===== src/rtl/irqc_pkg.sv =====
package irqc_pkg;

    localparam int NUM_BANKS = 3;
    localparam int BANK_W    = 32;
    localparam int NUM_SRC   = NUM_BANKS * BANK_W;
    localparam int ADDR_W    = 10;
    localparam int DATA_W    = 32;

    // word offsets in the window
    localparam logic [ADDR_W-1:0] OFF_VEC   = 10'h000;
    localparam logic [ADDR_W-1:0] OFF_BASE  = 10'h004;
    localparam logic [ADDR_W-1:0] OFF_PROT  = 10'h008;
    localparam logic [ADDR_W-1:0] OFF_NMI   = 10'h00C;
    localparam logic [ADDR_W-1:0] OFF_PEND  = 10'h010;
    localparam logic [ADDR_W-1:0] OFF_FPEND = 10'h020;
    localparam logic [ADDR_W-1:0] OFF_SEL   = 10'h030;
    localparam logic [ADDR_W-1:0] OFF_EN    = 10'h040;
    localparam logic [ADDR_W-1:0] OFF_MASK  = 10'h050;

    typedef enum logic [3:0] {
        GRP_NONE,
        GRP_VEC,
        GRP_BASE,
        GRP_PROT,
        GRP_NMI,
        GRP_PEND,
        GRP_FPEND,
        GRP_SEL,
        GRP_EN,
        GRP_MASK
    } reg_grp_e;

    typedef struct packed {
        reg_grp_e   grp;
        logic [1:0] bank;
    } reg_sel_t;

    typedef logic [NUM_BANKS-1:0][BANK_W-1:0] bank_vec_t;

    // Map a byte address onto a register group and bank word.
    function automatic reg_sel_t decode_addr(input logic [ADDR_W-1:0] a);
        reg_sel_t d;
        logic [ADDR_W-5:0] blk;
        d.grp  = GRP_NONE;
        d.bank = a[3:2];
        blk    = a[ADDR_W-1:4];
        if (a[1:0] == 2'b00) begin
            if (blk == OFF_VEC[ADDR_W-1:4]) begin
                case (a[3:2])
                    2'd0:    d.grp = GRP_VEC;
                    2'd1:    d.grp = GRP_BASE;
                    2'd2:    d.grp = GRP_PROT;
                    default: d.grp = GRP_NMI;
                endcase
            end else if (32'(a[3:2]) < NUM_BANKS) begin
                if      (blk == OFF_PEND[ADDR_W-1:4])  d.grp = GRP_PEND;
                else if (blk == OFF_FPEND[ADDR_W-1:4]) d.grp = GRP_FPEND;
                else if (blk == OFF_SEL[ADDR_W-1:4])   d.grp = GRP_SEL;
                else if (blk == OFF_EN[ADDR_W-1:4])    d.grp = GRP_EN;
                else if (blk == OFF_MASK[ADDR_W-1:4])  d.grp = GRP_MASK;
            end
        end
        return d;
    endfunction

endpackage


===== src/rtl/irqc_decode.sv =====
module irqc_decode
    import irqc_pkg::*;
(
    input  logic [ADDR_W-1:0] addr,
    output reg_sel_t          sel
);

    always_comb begin
        sel = decode_addr(addr);
    end

endmodule


===== src/rtl/irqc_regs.sv =====
module irqc_regs
    import irqc_pkg::*;
#(
    parameter int NB = NUM_BANKS,
    parameter int BW = BANK_W,
    parameter int DW = DATA_W
) (
    input  logic                  clk,
    input  logic                  rst,
    input  reg_sel_t              sel,
    input  logic                  wr_en,
    input  logic [DW-1:0]         wr_data,
    input  logic [NB-1:0][BW-1:0] pend_q,
    input  logic [DW-1:0]         vector_q,
    output logic [NB-1:0][BW-1:0] mask_nxt,
    output logic [NB-1:0][BW-1:0] sel_nxt,
    output logic [DW-1:0]         rd_data
);

    logic [NB-1:0][BW-1:0] mask_q, route_q, en_q, fpend_q;
    logic [DW-1:0]         base_q, prot_q, nmi_q;

    for (genvar b = 0; b < NB; b++) begin : g_bank
        logic hit;
        assign hit = wr_en && (32'(sel.bank) == b);

        always_ff @(posedge clk) begin
            if (rst) begin
                mask_q[b]  <= '0;
                route_q[b] <= '0;
                en_q[b]    <= '0;
                fpend_q[b] <= '0;
            end else if (hit) begin
                case (sel.grp)
                    GRP_MASK:  mask_q[b]  <= wr_data[BW-1:0];
                    GRP_SEL:   route_q[b] <= wr_data[BW-1:0];
                    GRP_EN:    en_q[b]    <= wr_data[BW-1:0];
                    GRP_FPEND: fpend_q[b] <= fpend_q[b] & ~wr_data[BW-1:0];
                    default:   ;
                endcase
            end
        end

        // values visible to the resolver on the same edge as the write
        always_comb begin
            mask_nxt[b] = (hit && sel.grp == GRP_MASK) ? wr_data[BW-1:0] : mask_q[b];
            sel_nxt[b]  = (hit && sel.grp == GRP_SEL)  ? wr_data[BW-1:0] : route_q[b];
        end
    end

    always_ff @(posedge clk) begin
        if (rst) begin
            base_q <= '0;
            prot_q <= '0;
            nmi_q  <= '0;
        end else if (wr_en) begin
            case (sel.grp)
                GRP_BASE: base_q <= {wr_data[DW-1:2], 2'b00};
                GRP_PROT: prot_q <= wr_data;
                GRP_NMI:  nmi_q  <= wr_data;
                default:  ;
            endcase
        end
    end

    always_comb begin
        rd_data = '0;
        case (sel.grp)
            GRP_VEC:   rd_data = vector_q;
            GRP_BASE:  rd_data = base_q;
            GRP_PROT:  rd_data = prot_q;
            GRP_NMI:   rd_data = nmi_q;
            GRP_PEND:  rd_data = DW'(pend_q[sel.bank]);
            GRP_FPEND: rd_data = DW'(fpend_q[sel.bank]);
            GRP_SEL:   rd_data = DW'(route_q[sel.bank]);
            GRP_EN:    rd_data = DW'(en_q[sel.bank]);
            GRP_MASK:  rd_data = DW'(mask_q[sel.bank]);
            default:   rd_data = '0;
        endcase
    end


    base_read_aligned_chk: assert property (@(posedge clk) disable iff (rst)
        (sel.grp == GRP_BASE) |-> (rd_data[1:0] == 2'b00));


    undecoded_reads_zero_chk: assert property (@(posedge clk) disable iff (rst)
        (sel.grp == GRP_NONE) |-> (rd_data == '0));


    fpend_never_sets_chk: assert property (@(posedge clk) disable iff (rst)
        !$past(rst) |-> ((fpend_q & ~$past(fpend_q)) == '0));

endmodule


===== src/rtl/irqc_resolve.sv =====
module irqc_resolve
    import irqc_pkg::*;
#(
    parameter int NB = NUM_BANKS,
    parameter int BW = BANK_W,
    parameter int DW = DATA_W
) (
    input  logic                  clk,
    input  logic                  rst,
    input  logic [NB*BW-1:0]      src,
    input  logic [NB-1:0][BW-1:0] mask_nxt,
    input  logic [NB-1:0][BW-1:0] sel_nxt,
    output logic [NB-1:0][BW-1:0] pend_q,
    output logic [DW-1:0]         vector_q,
    output logic                  irq_q,
    output logic                  fiq_q
);

    localparam int NS = NB * BW;

    logic [NS-1:0] mask_flat, sel_flat, active;
    logic [DW-1:0] vector_d;

    assign mask_flat = mask_nxt;
    assign sel_flat  = sel_nxt;
    assign active    = src & ~mask_flat;

    // lowest active index wins: scan downward so the last hit is the smallest
    always_comb begin
        vector_d = '0;
        for (int i = NS - 1; i >= 0; i--) begin
            if (active[i]) vector_d = DW'(i * 4);
        end
    end

    always_ff @(posedge clk) begin
        if (rst) begin
            pend_q   <= '0;
            vector_q <= '0;
            irq_q    <= 1'b0;
            fiq_q    <= 1'b0;
        end else begin
            pend_q   <= src;
            vector_q <= vector_d;
            irq_q    <= |active;
            fiq_q    <= |(active & sel_flat);
        end
    end


    pend_tracks_input_chk: assert property (@(posedge clk) disable iff (rst)
        !$past(rst) |-> (pend_q == $past(src)));


    fiq_implies_irq_chk: assert property (@(posedge clk) disable iff (rst)
        fiq_q |-> irq_q);


    vector_needs_irq_chk: assert property (@(posedge clk) disable iff (rst)
        (vector_q != '0) |-> irq_q);


    vector_in_range_chk: assert property (@(posedge clk) disable iff (rst)
        (vector_q[1:0] == 2'b00) && (vector_q < DW'(NS * 4)));

endmodule


===== src/rtl/irqc_top.sv =====
module irqc_top
    import irqc_pkg::*;
#(
    parameter int NB = NUM_BANKS,
    parameter int BW = BANK_W,
    parameter int AW = ADDR_W,
    parameter int DW = DATA_W
) (
    input  logic             clk,
    input  logic             rst,
    input  logic [NB*BW-1:0] irq_src,
    input  logic [AW-1:0]    reg_addr,
    input  logic             reg_wr_en,
    input  logic [DW-1:0]    reg_wr_data,
    output logic [DW-1:0]    reg_rd_data,
    output logic             cpu_irq,
    output logic             cpu_fiq
);

    reg_sel_t              sel;
    logic [NB-1:0][BW-1:0] mask_nxt, sel_nxt, pend_q;
    logic [DW-1:0]         vector_q;

    irqc_decode u_decode (
        .addr (reg_addr),
        .sel  (sel)
    );

    irqc_regs #(.NB(NB), .BW(BW), .DW(DW)) u_regs (
        .clk      (clk),
        .rst      (rst),
        .sel      (sel),
        .wr_en    (reg_wr_en),
        .wr_data  (reg_wr_data),
        .pend_q   (pend_q),
        .vector_q (vector_q),
        .mask_nxt (mask_nxt),
        .sel_nxt  (sel_nxt),
        .rd_data  (reg_rd_data)
    );

    irqc_resolve #(.NB(NB), .BW(BW), .DW(DW)) u_resolve (
        .clk      (clk),
        .rst      (rst),
        .src      (irq_src),
        .mask_nxt (mask_nxt),
        .sel_nxt  (sel_nxt),
        .pend_q   (pend_q),
        .vector_q (vector_q),
        .irq_q    (cpu_irq),
        .fiq_q    (cpu_fiq)
    );


    pend_write_ignored_chk: assert property (@(posedge clk) disable iff (rst)
        $past(reg_wr_en && sel.grp == GRP_PEND) && !$past(rst)
        |-> (pend_q == $past(irq_src)));

endmodule


===== config.mk =====
export PLATFORM = sky130hd
export DESIGN_NAME = irqc_top
export DESIGN_NICKNAME = d
export VERILOG_FILES = /design/src/rtl/irqc_pkg.sv /design/src/rtl/irqc_decode.sv /design/src/rtl/irqc_regs.sv /design/src/rtl/irqc_resolve.sv /design/src/rtl/irqc_top.sv
export SDC_FILE = /design/constraint.sdc
export NUM_CORES = 1
export LEC_CHECK = 0
export BUFFER_PORTS_ARGS = -buffer_cell sky130_fd_sc_hd__buf_2
export CORE_MARGIN = 2
export CORE_UTILIZATION = 29
export DETAILED_ROUTE_END_ITERATION = 6
export PLACE_DENSITY_LB_ADDON = 0.2
export SLEW_MARGIN = 25
export SYNTH_ARGS = -nofsm -noshare
export SYNTH_HDL_FRONTEND = slang
export SYNTH_SLANG_ARGS = --single-unit

===== constraint.sdc =====
create_clock -name clk -period 3.9 [get_ports clk]
set_input_delay 0 -clock clk [delete_from_list [all_inputs] [get_ports clk]]
set_output_delay 0 -clock clk [all_outputs]
set_load 0.005 [all_outputs]

==> impl_metrics.yaml, run 1 <==
power_and_ir_drop:
  switchingPower_uw: 3520
  share_seq_of_total_power_pct: 43.3
  leakage_uw: 0.0127
  powerDensity_nw_per_um2: 420
  p_comb_share_pct: 7.9
  pwr-share-clk_pct: 48.7
  swShare_pct: 25.3
  ir_drop_uv: 332
  p_int_uw: 10400
synthesis:
  synth_top_flop_cell: "dfxtp_1"
  avgSynthCellArea_um2: 8.45
  yosys.area_share.simple_pct: 18.4
  synth_xor_xnor_area_share_pct: 0
  syn_inst: 3129
  syn-num-nets: 3275
  synth_cell_types: 79
  syn-cell-area_um2: 26400
  synth_top_family_by_area: "compound AO/OA/AOI/OAI gates"
  synthArstFlopShare_pct: 0
  synth_mux_area_share_pct: 12.9
  synth_fa_ha_area_share_pct: 0.237
  synth.ff_latch_count: 583
  yosysSeqAreaShare_pct: 44.2
  ys.warnings.count: 0
  synth_compound_area_share_pct: 20.1
  synth_edf_count: 0
clocking:
  cts_buffers: 68
  cts_buffer_depth: 3
  clk_pin_slew_worst_paths_ns: 0.06
  cts-root-buf: "clkbuf_16"
  postCtsResizedCells: 0
  cts_sinks: 583
  cts_tree: "yes"
  htreeDepth: 3
  insertion_delay_ns: 0.63
setup_path:
  worstPathArrival_ns: 3.46
  crit_fanout: 28
  crit_required_ns: 3.90
  critPathKind: "primary input to output port"
  end_kind: "output port"
  cp-start-kind: "primary input"
floorplanning:
  start_util_pct: 29.3
  die-area_um2: 93600
  row_count: 110
  die_y_um: 306
  die_w_um: 306
  ioPinCount: 175
  core-area_um2: 90100
routing:
  detail_route.wl_per_cell_um: 28.3
  dr.pass1.iters: 7
  route.detailed.drc: 2
  drtAntennaViolNets: 0
  drt_first_iter_violations: 3108
  drt-total-wl_mm: 132
  via_per_inst: 5.62
  vias: 26100
sta:
  hold_violations: 0
  fin_setup_tns_ns: 0
  slew_headroom_pct: 28.4
  layout_setup_ws_ns: 0.437
  rsz0062_at_grt: "no"
  period_needed_ns: 3.46
  setup_violations: 0
  worst_pin_slew_ns: 1.06
  slew_viol_final: 0
  fin_crit_sh_pct: 88.8
  max_freq_mhz: 289
  finClkSkew_ns: 0.0241
grt:
  grt_pass1_vias: 24700
  grt_usage_pct: 27.2
  grt_remaining_overflow: 0
  antenna_found_initial: 6
  grt_pass1_wl_mm: 186
  grt_max_degree: 180
cells_and_area:
  layout.cells.non_filler: 4647
  syn2layout_area_growth_pct: 25.4
  drive_gt1_share_pct: 15.3
  finalNetCount: 3565
  num_antenna_cells: 0
status:
  violations: "design-rule violations"
  status: "finished with violations"
min_path:
  min_path_type: "primary input to flop"
place:
  place_congestion: 1.00
  port_buffers: 174
  post-place-ws_ns: 0.242
  hpwl_mm: 94.6
  post-place-cells: 4365
flow_run:
  drv_cap: 0
==> cell families after synthesis <==
family,count (synthesis)
AO/OA/AOI/OAI,791
flip-flops,583
buffers and inverters,287
AND/OR/NAND/NOR,1132
multiplexers,331
adder cells (fa/ha/maj),5
==> layout make-up <==
| type | count | area, µm² |
|---|---|---|
| fill | 9231 | 57000 |
| multi-input combinational | 2259 | 13800 |
| sequential | 583 | 11700 |
| timing repair buffer | 481 | 3790 |
| clock buffer | 97 | 2060 |
| tap | 1176 | 1470 |
| clock inverter | 25 | 283 |
| inverter | 26 | 98.8 |
==> registers in the layout (all words and copies together), names as in the netlist, 30 cells and up <==
signal	count
u_regs.base_q	30
u_regs.prot_q	32
u_regs.mask_q	96
u_regs.fpend_q	96
u_regs.route_q	96
u_regs.nmi_q	32
u_regs.en_q	96
u_resolve.pend_q	96
==> final timing paths <==
check / from / endpoint / slack, ns / cells past startpoint
setup / recovery: reg_addr[3] / reg_rd_data[8] / 0.44 / 12
hold / removal: reg_wr_en / u_regs.nmi_q[1] / 0.17 / 5
setup reg to reg: u_regs.mask_q[77] / u_resolve.vector_q[6] / 1.41 / 8
hold reg to reg: u_regs.fpend_q[76] / u_regs.fpend_q[76] / 0.43 / 2
==> power groups by stage <==
stage / clock [µW] / combinational [µW] / sequential (µW)
detailed placement: 0 / 947 / 6160
finish: 6780 / 1100 / 6030
global placement: 0 / 958 / 6160
global route: 7080 / 1130 / 6030
floorplan: 0 / 437 / 6150
CTS: 6860 / 1070 / 6030
==> layer usage <==
layer  routed length (µm)  track usage [%]  vias to the layer above
li1                     -                -                    11700
met1                58000             37.7                    12900
met2                58800             43.0                     1233
met3                 9860             4.06                      236
met4                 4860             9.66                        8
met5                   60                0                        -
==> critical path, stage by stage <==
cell and delay (ns):
buf_4 0.15, inv_1 0.10, ha_1 0.26, or2_2 0.31
a32oi_1 0.27, or2_2 0.41, buf_4 0.44, nand3_2 0.42
buf_12 0.32, o221ai_1 0.43, or3_1 0.20, buf_2 0.11
==> cell usage in the layout, fill, tap and decap left out, types with 25 or more instances in the layout <==
cell           count
a22oi_1           46
mux2_2            48
nand2_1          642
dfxtp_1          583
a221oi_1          48
nor2b_1           98
buf_2            171
o22ai_1           81
o311a_1           41
clkbuf_16         71
dlygate4sd3_1    160
a222oi_1          28
nand3_1           34
mux2i_1          279
buf_4            133
inv_1             25
a21oi_1          312
nor2_1           233
o21ai_0           75
==> through the flow <==
| step | utilization (%) | total power (µW) | hold WS, ns | cell area, µm² |
|---|---|---|---|---|
| 5_1_grt | 36.8 | 14200 | 0.180 | 33100 |
| 4_1_cts | 36.8 | 14000 | 0.131 | 33100 |
| 3_3_place_gp | 32.4 | 7120 | 0.241 | 29200 |
| 2_1_floorplan | - | 6590 | 0.107 | 26400 |
| 3_5_place_dp | 32.4 | 7110 | 0.244 | 29200 |
| 6_report | 36.8 | 13900 | 0.168 | 33100 |
==> cells in the mapped netlist, types with 13 or more instances <==
| cell type | count | area, µm² |
|---|---|---|
| o221ai_1 | 14 | 123 |
| dfxtp_1 | 583 | 11700 |
| a22oi_1 | 46 | 345 |
| o311a_1 | 41 | 410 |
| nor2_1 | 242 | 908 |
| buf_1 | 13 | 48.8 |
| nor4_1 | 18 | 113 |
| mux2i_1 | 279 | 2790 |
| nor2b_1 | 98 | 613 |
| clkbuf_1 | 226 | 848 |
| o41ai_1 | 18 | 158 |
| nand4_1 | 13 | 81.3 |
| a21oi_1 | 312 | 1560 |
| and2_1 | 16 | 100 |
| a222oi_1 | 28 | 280 |
| nand2_1 | 643 | 2410 |
| buf_2 | 16 | 80.1 |
| nor3_1 | 17 | 85.1 |
| a221oi_1 | 48 | 420 |
| inv_1 | 26 | 97.6 |
| o22ai_1 | 81 | 507 |
| nand3_1 | 37 | 185 |
| mux2_2 | 48 | 541 |
| o211ai_1 | 14 | 105 |
| o21ai_0 | 75 | 375 |
==> timing repair <==
item,CTS,global route
buffers inserted,0,0
endpoints found under the hold margin,436,0
hold buffers,160,0
endpoints found under the setup margin,0,0
(Power assumes the default switching activity.)
==> run 2: changes to the inputs <==
Settings changed: BUFFER_PORTS_ARGS -buffer_cell sky130_fd_sc_hd__buf_2 to not set, DONT_BUFFER_PORTS set to 1.
==> impl_metrics.yaml, run 2 (synthesis results as in run 1) <==
floorplanning:
  die_y_um: 306
  row_count: 110
  ioPinCount: 175
  start_util_pct: 29.3
  core-area_um2: 90100
  die_w_um: 306
  die-area_um2: 93600
clocking:
  cts_sinks: 583
  htreeDepth: 3
  insertion_delay_ns: 0.63
  cts_tree: "yes"
  cts_buffers: 66
  cts-root-buf: "clkbuf_16"
  cts_buffer_depth: 3
  clk_pin_slew_worst_paths_ns: 0.06
setup_path:
  critPathKind: "primary input to flop"
  cp_common_cell: "dlygate4sd3_1"
  path_cells: "dlygate4sd3_1 -> or4_4 -> or4_2 -> buf_12 -> mux2i_1 -> a22oi_2 -> dlygate4sd3_1 -> nand2_1 -> dlygate4sd3_1 -> nor2_1 -> o311ai_1 -> a31oi_1"
  reg2reg_depth: 8
  cp.depth: 12
  critPathTopFamily: "buffers and inverters"
  cpPeakStageDelay_ns: 0.73
  path_buf_inv: 4
  slowest_stage: "or4_2"
  crit_start: "reg_addr[1]"
  worstPathArrival_ns: 4.41
  crit_fanout: 34
  end_kind: "flop"
  reg2reg_from: "u_regs.mask_q[77]"
  crit_required_ns: 4.44
  reg2reg_to: "u_resolve.vector_q[5]"
  cp-start-kind: "primary input"
  critPathCapture: "u_resolve.vector_q[3]"
  reg2reg_slack_ns: 1.08
routing:
  drtAntennaViolNets: 0
  vias: 26600
  via_per_inst: 5.65
  drt_first_iter_violations: 3256
  detail_route.wl_per_cell_um: 29.1
  dr.pass1.iters: 7
  route.detailed.drc: 3
  drt-total-wl_mm: 137
grt:
  grt_remaining_overflow: 0
  grt_pass1_vias: 25600
  antenna_found_initial: 21
  grt_max_degree: 232
  grt_pass1_wl_mm: 192
  grt_usage_pct: 28.4
cells_and_area:
  fillers: 9155
  drive_gt1_share_pct: 9.83
  final_cell_mix: "642 x nand2_1, 583 x dfxtp_1, 383 x dlygate4sd3_1"
  layout.cells.non_filler: 4705
  finalNetCount: 3612
  layout_commonest_cell: "nand2_1"
  syn2layout_area_growth_pct: 30.2
sta:
  slew_viol_final: 0
  finClkSkew_ns: 0.0112
  fin_crit_sh_pct: 99.1
  setup_violations: 0
  rsz0062_at_grt: "yes"
  slew_headroom_pct: 22.7
  worst_pin_slew_ns: 1.16
  hold_violations: 0
  period_needed_ns: 3.87
  hold_ws_ns: 0.0131
  max_freq_mhz: 259
status:
  violations: "design-rule violations"
  status: "finished with violations"
power_and_ir_drop:
  leakage_uw: 0.0133
  ir_drop_uv: 336
  powerDensity_nw_per_um2: 389
place:
  place_congestion: 0.981
  hpwl_mm: 90.8
  post-place-cells: 4181
  port_buffers: 0
flow_run:
  drv_cap: 0
min_path:
  min_path_type: "primary input to flop"
[run 2: changes by cell type in the layout (fill, tap and decap cells not counted), sizes merged]
cell / before / now
buf: 321 / 147
bufinv: 5 / 3
clkbuf: 97 / 98
clkinv: 15 / 8
clkinvlp: 1 / 0
diode: 0 / 19
dlygate4sd3: 160 / 383
inv: 30 / 29
[run 2: worst reg2reg max path: cells and delay by family (launching register included)]
kind | cells | cell delay (ns)
AOI/OAI and AO/OA | 4 | 1.12
buffers and inverters | 1 | 0.55
DFF | 1 | 0.36
muxes | 1 | 0.35
and+or+nand+nor | 2 | 0.33
[run 2: per-stage QoR]
step	instance area, µm²	setup slack (ns)	utilization [%]	TNS [ns]	total power [µW]
floorplan	26400	0.151	-	0	6590
global placement	28200	0.288	31.3	0	6660
detailed placement	28200	0.203	31.3	0	6650
CTS	34300	0.00591	38.0	0	13400
global route	34400	-0.0287	38.1	-0.0287	13700
finish	34400	0.0343	38.2	0	13400
[run 2: layout make-up]
class,instances,area [µm²],area share [%]
clock inverter,14,186,0.542
antenna,19,47.5,0.138
tap,1176,1470,4.28
inverter,26,98.8,0.287
timing repair buffer,530,5140,14.9
multi-input combinational,2259,13800,40.1
sequential,583,11700,33.9
clock buffer,98,1990,5.80
[run 2: how the worst min path moves through the flow]
stage                                from                    to  slack [ns]  depth (start not counted)
after floorplan               irq_src[18]  u_resolve.pend_q[18]        0.11                          2
after global placement    reg_wr_data[23]    u_regs.fpend_q[23]        0.09                          1
after global routing                  rst     u_regs.mask_q[63]        0.02                          2
final                                 rst     u_regs.mask_q[59]        0.01                          2
after detailed placement  reg_wr_data[20]    u_regs.fpend_q[52]        0.09                          1
after CTS                             rst     u_regs.mask_q[43]      0.0004                          2
[run 2: layer usage]
layer	share of wire, %	global-route usage (%)
met1	42	38.1
met2	44	44.5
met3	9.2	5.65
met4	4.1	11.5
met5	0.067	0
[run 2: what timing repair did]
action,in CTS,in global routing
setup buffers,0,2
endpoints found under the hold margin,583,99
gates resized for setup,0,4
hold buffers,386,4
setup endpoints to repair,0,5
[run 2: where the power goes]
group	leakage [µW]	internal (µW)	total [µW]	switching, µW
sequential	0.00472	6010	6030	17.3
clock	0.00108	3740	6440	2700
combinational	0.00754	333	926	592
